[src/rtl/tps_pkg.sv]
`timescale 1ns/1ps
package tps_pkg;
  typedef enum logic [1:0] {
    ST_IDLE   = 2'd0,
    ST_STEP   = 2'd1,
    ST_REDUCE = 2'd2,
    ST_SEEK   = 2'd3
  } tps_state_e;
endpackage

[src/rtl/tps_wrap_step.sv]
`timescale 1ns/1ps
// Next tap for a relative step, wrapping at the period boundary.
module tps_wrap_step #(
  parameter int TAP_W = 10,
  parameter int STEP  = 1
) (
  input  logic [TAP_W-1:0] tap_i,
  input  logic [TAP_W:0]   period_i,
  input  logic             inc_i,
  output logic [TAP_W-1:0] next_o
);
  localparam int W = TAP_W + 2;
  localparam logic [W-1:0] STEP_W = W'(STEP);

  logic [W-1:0] tap_w, per_w, up, dn, res;

  assign tap_w = {2'b00, tap_i};
  assign per_w = {1'b0, period_i};

  always_comb begin
    up = tap_w + STEP_W;
    if (up >= per_w) up = up - per_w;
    if (tap_w >= STEP_W) dn = tap_w - STEP_W;
    else                 dn = tap_w + per_w - STEP_W;
    res = inc_i ? up : dn;
  end

  assign next_o = res[TAP_W-1:0];
endmodule

[src/rtl/tps_target_mod.sv]
`timescale 1ns/1ps
// Iterative modulo: one subtraction of the period per cycle.
module tps_target_mod #(
  parameter int TAP_W = 10
) (
  input  logic             clk_i,
  input  logic             rst_ni,
  input  logic             load_i,
  input  logic [TAP_W-1:0] value_i,
  input  logic [TAP_W:0]   period_i,
  output logic [TAP_W-1:0] rem_o,
  output logic             ready_o
);
  logic [TAP_W-1:0] rem_q;
  logic             act_q;

  assign ready_o = act_q && ({1'b0, rem_q} < period_i);
  assign rem_o   = rem_q;

  always_ff @(posedge clk_i or negedge rst_ni) begin
    if (!rst_ni) begin
      rem_q <= '0;
      act_q <= 1'b0;
    end else if (load_i) begin
      rem_q <= value_i;
      act_q <= 1'b1;
    end else if (act_q) begin
      if (ready_o) act_q <= 1'b0;
      else         rem_q <= rem_q - period_i[TAP_W-1:0];
    end
  end
endmodule

[src/rtl/tap_phase_ctrl.sv]
`timescale 1ns/1ps
module tap_phase_ctrl
  import tps_pkg::*;
#(
  parameter int TAP_W       = 10,
  parameter bit STEP_BY_ONE = 1'b1
) (
  input  logic             clk_i,
  input  logic             rst_ni,
  input  logic [TAP_W:0]   period_i,
  input  logic             ps_en_i,
  input  logic             ps_inc_i,
  output logic             ps_done_o,
  input  logic             tgt_we_i,
  input  logic [TAP_W-1:0] tgt_i,
  output logic [TAP_W-1:0] tap_o,
  output logic             busy_o
);
  localparam int STEP = STEP_BY_ONE ? 1 : 8;

  tps_state_e       state_q;
  logic [TAP_W-1:0] tap_q;
  logic             dir_q;
  logic             done_q;
  logic [TAP_W-1:0] step_nxt;
  logic [TAP_W-1:0] seek_tgt;
  logic             red_ready;
  logic             red_load;

  // Target write wins over a step in the same idle cycle.
  assign red_load = (state_q == ST_IDLE) && tgt_we_i;

  tps_wrap_step #(.TAP_W(TAP_W), .STEP(STEP)) u_step (
    .tap_i   (tap_q),
    .period_i(period_i),
    .inc_i   (dir_q),
    .next_o  (step_nxt)
  );

  tps_target_mod #(.TAP_W(TAP_W)) u_mod (
    .clk_i   (clk_i),
    .rst_ni  (rst_ni),
    .load_i  (red_load),
    .value_i (tgt_i),
    .period_i(period_i),
    .rem_o   (seek_tgt),
    .ready_o (red_ready)
  );

  always_ff @(posedge clk_i or negedge rst_ni) begin
    if (!rst_ni) begin
      state_q <= ST_IDLE;
      tap_q   <= '0;
      dir_q   <= 1'b0;
      done_q  <= 1'b0;
    end else begin
      done_q <= 1'b0;
      unique case (state_q)
        ST_IDLE: begin
          if (tgt_we_i) begin
            state_q <= ST_REDUCE;
          end else if (ps_en_i) begin
            state_q <= ST_STEP;
            dir_q   <= ps_inc_i;
          end
        end
        ST_STEP: begin
          tap_q   <= step_nxt;
          done_q  <= 1'b1;
          state_q <= ST_IDLE;
        end
        ST_REDUCE: begin
          if (red_ready) state_q <= ST_SEEK;
        end
        ST_SEEK: begin
          if (tap_q == seek_tgt) begin
            done_q  <= 1'b1;
            state_q <= ST_IDLE;
          end else if (tap_q < seek_tgt) begin
            tap_q <= tap_q + 1'b1;
          end else begin
            tap_q <= tap_q - 1'b1;
          end
        end
        default: state_q <= ST_IDLE;
      endcase
    end
  end

  assign tap_o     = tap_q;
  assign busy_o    = (state_q != ST_IDLE);
  assign ps_done_o = done_q;
endmodule

[config.mk]
export PLATFORM = sky130hd
export DESIGN_NAME = tap_phase_ctrl
export DESIGN_NICKNAME = d
export VERILOG_FILES = /design/src/rtl/tps_pkg.sv /design/src/rtl/tps_wrap_step.sv /design/src/rtl/tps_target_mod.sv /design/src/rtl/tap_phase_ctrl.sv
export SDC_FILE = /design/constraint.sdc
export NUM_CORES = 1
export LEC_CHECK = 0
export BUFFER_PORTS_ARGS = -buffer_cell sky130_fd_sc_hd__buf_2
export CORE_AREA = 2 2 88 90
export DETAILED_ROUTE_END_ITERATION = 10
export DIE_AREA = 0 0 90 92
export PLACE_DENSITY = 0.68
export SETUP_SLACK_MARGIN = 0.05
export SLEW_MARGIN = 20
export SYNTH_ARGS = -nofsm -noshare
export SYNTH_HDL_FRONTEND = slang
export SYNTH_SLANG_ARGS = --single-unit
export TNS_END_PERCENT = 20
[constraint.sdc]
create_clock -name clk_i -period 7.7 [get_ports clk_i]
set_input_delay 1.54 -clock clk_i [delete_from_list [all_inputs] [get_ports clk_i]]
set_output_delay 1.54 -clock clk_i [all_outputs]
set_load 0.05 [all_outputs]
==> results.json <==
{
  "rrSetupSlack_ns": 4.01,
  "drc": 0,
  "dr_wl_met3_um": 395,
  "setup_ws_ns": 3.847,
  "dp_hpwl_um": 7572,
  "hold_slack_ns": 0.5760,
  "min_path_cells": 2,
  "synth_edf_count": 0,
  "regToRegStartpoint": "tap_o[2]",
  "via_count": 3319,
  "avgSynthCellArea_um2": 7.940,
  "drive_gt1_frac": 0.1311,
  "core_area_mm2": 0.007447,
  "min_to": "u_mod.rem_o[3]",
  "wl_met2_um": 4641,
  "slew_violations": 0,
  "highest_layer": "met4",
  "tns_ns": 0,
  "ys_warn_count": 0,
  "nets": 554,
  "antenna_found_initial": 0,
  "yosysMostFrequentCell": "inv_1",
  "maxCapViolations": 0,
  "drt_iter0_markers": 260,
  "met1_length_um": 4232,
  "dp_slack_ns": 3.580,
  "synthFlopType": "dfrtp_1",
  "ant_nets": 0,
  "crit_slowest_cell": "fa_1",
  "clockBufferDepth": 2,
  "ir_drop_uv": 170.2,
  "async_reset_ff_frac": 1.000,
  "synthTopCellsByArea": "ha_1 18%, dfrtp_1 18%, xnor2_1 6.2%",
  "cts_max_level": 1,
  "finalHoldViolCount": 0,
  "syn_area_mm2": 0.003533,
  "critPathArrivalTime_ns": 4.03,
  "rsz0062_at_grt": "no",
  "syn_inst": 445,
  "ys_ff_latch": 25,
  "cts_setup_buffers": 0,
  "cp_top_family": "compound AO/OA/AOI/OAI gates",
  "fin_total_pwr_mw": 1.640,
  "grt_start_max_net_pins": 26,
  "syn-num-nets": 525,
  "cts_tree": "built",
  "dieHeight_um": 92,
  "wl_um": 9463,
  "cts_resized": 0,
  "status": "finished clean",
  "yosys.area.top_type": "ha_1",
  "r2r_end": "tap_o[7]",
  "port_buffers": 37,
  "die-width_um": 90,
  "wire_per_inst_um": 16.46,
  "fin_crit_sh": 0.5003,
  "grt_overflow": 0,
  "num_antenna_cells": 0,
  "min_from": "u_mod.rem_o[3]",
  "worstRegToRegCells": 13,
  "p_per_area_mw_per_mm2": 427.9,
  "avgViaCountPerCell": 5.772,
  "required_ns": 7.88,
  "critPathMaxFanout": 4,
  "rows": 32,
  "fmax_mhz": 259.6,
  "grt_pass1_vias": 3458,
  "slew_headroom": 0.5645,
  "startpoint_type": "input port",
  "area_growth_pct": 8.463,
  "start_util": 0.4745,
  "yosys.area.top_type_share": 0.1806,
  "pin_count": 38,
  "cts_buffers": 3,
  "ys_seq_area_frac": 0.1771,
  "grt_pass1_wl_um": 16050,
  "critPathCaptureType": "flop",
  "cts.clk_slew.worst_paths_ns": 0.11,
  "final-setup-viol-count": 0,
  "grtUsageTotal": 0.2367,
  "cp.buffers_inverters": 3,
  "synthDistinctLibCells": 71,
  "fp.dieArea_mm2": 0.008280,
  "synthTopCellsByCount": "53 x inv_1, 51 x ha_1, 41 x nand2_1",
  "hold_path.class": "reg -> reg",
  "first_pass_iters": 5,
  "path_class": "in -> reg",
  "tightest_slew_ns": 0.6532,
  "path_cells": "buf_2, inv_1, ha_1, inv_1, ha_1, fa_1, a21o_1, a221oi_1, xnor2_1, nand2_1, o21ai_0, a22o_1, a311o_1",
  "clk_latency_ns": 0.29,
  "p_leak_nw": 1.875,
  "fin_skew_ns": 0.006310,
  "cts_root_buf": "clkbuf_8",
  "n_fill_cell": 787,
  "max_stage_delay_ns": 0.43,
  "hold_buffers": 0,
  "gp_congestion": 0.8763,
  "clkSinkCount": 25,
  "period_minus_slack_ns": 3.853
}
power by group:
group / internal, mW / total [mW] / switching, mW
clock network: 0.0365 / 0.0882 / 0.0517
registers: 0.187 / 0.304 / 0.117
logic: 0.514 / 1.25 / 0.733
layout by cell type (no fill, tap or decap), types with 15 or more instances in the layout:
cell	instances
ha_1	51
a21oi_1	22
nand3_1	16
xnor2_1	25
mux2i_1	15
nand2_1	41
nor2_1	32
inv_1	53
o21ai_0	20
dfrtp_1	25
buf_2	37
worst min-delay path, delay by kind of cell, from the launching register on:
family | cells | cell delay [ns]
and+or+nand+nor | 1 | 0.07
AOI/OAI and AO/OA | 1 | 0.07
DFF | 1 | 0.41
worst max-delay path by stage:
stage / start / endpoint / slack (ns) / cells after the start
global placement: period_i[1] / tap_o[7] / 3.63 / 13
floorplan: period_i[1] / tap_o[7] / 3.92 / 12
finish: period_i[1] / tap_o[7] / 3.85 / 13
global route: period_i[1] / tap_o[7] / 3.63 / 13
detailed placement: period_i[1] / tap_o[7] / 3.58 / 13
CTS: period_i[1] / tap_o[7] / 3.88 / 13
layout make-up:
type | count | area, µm² | share of cell area
inverter | 54 | 202.7 | 0.05289
timing repair buffer | 39 | 200.2 | 0.05224
multi-input combinational | 351 | 2630 | 0.6863
sequential | 25 | 625.6 | 0.1632
tap | 102 | 127.6 | 0.03330
clock inverter | 1 | 5.005 | 0.001306
clock buffer | 3 | 41.29 | 0.01077
stage by stage:
stage / utilization / area, µm² / std cells
global placement: 0.5084 / 3786 / 571
detailed placement: 0.5084 / 3786 / 571
floorplan: - / 3533 / 445
CTS: 0.5146 / 3832 / 575
global route: 0.5146 / 3832 / 575
finish: 0.5146 / 3832 / 575
cells by family after synthesis:
logic type	share of synthesized area
AO/OA/AOI/OAI	0.2011
XOR/XNOR	0.09384
adder cells (fa/ha/maj)	0.1976
buffers and inverters	0.08003
flip-flops	0.1771
multiplexers	0.04887
AND/OR/NAND/NOR	0.2015
layer usage:
layer | vias up | global-route usage
met3 | 15 | 0.02383
met5 | - | 0
met2 | 95 | 0.4217
met4 | 0 | 0.08205
met1 | 1574 | 0.2987
li1 | 1635 | -
registers in the layout, summed over array words and instances (netlist names):
register,count
state_q,2
ps_done_o,1
u_mod.rem_o,10
u_mod.act_q,1
tap_o,10
dir_q,1
Power figures use the tool's default switching activity.
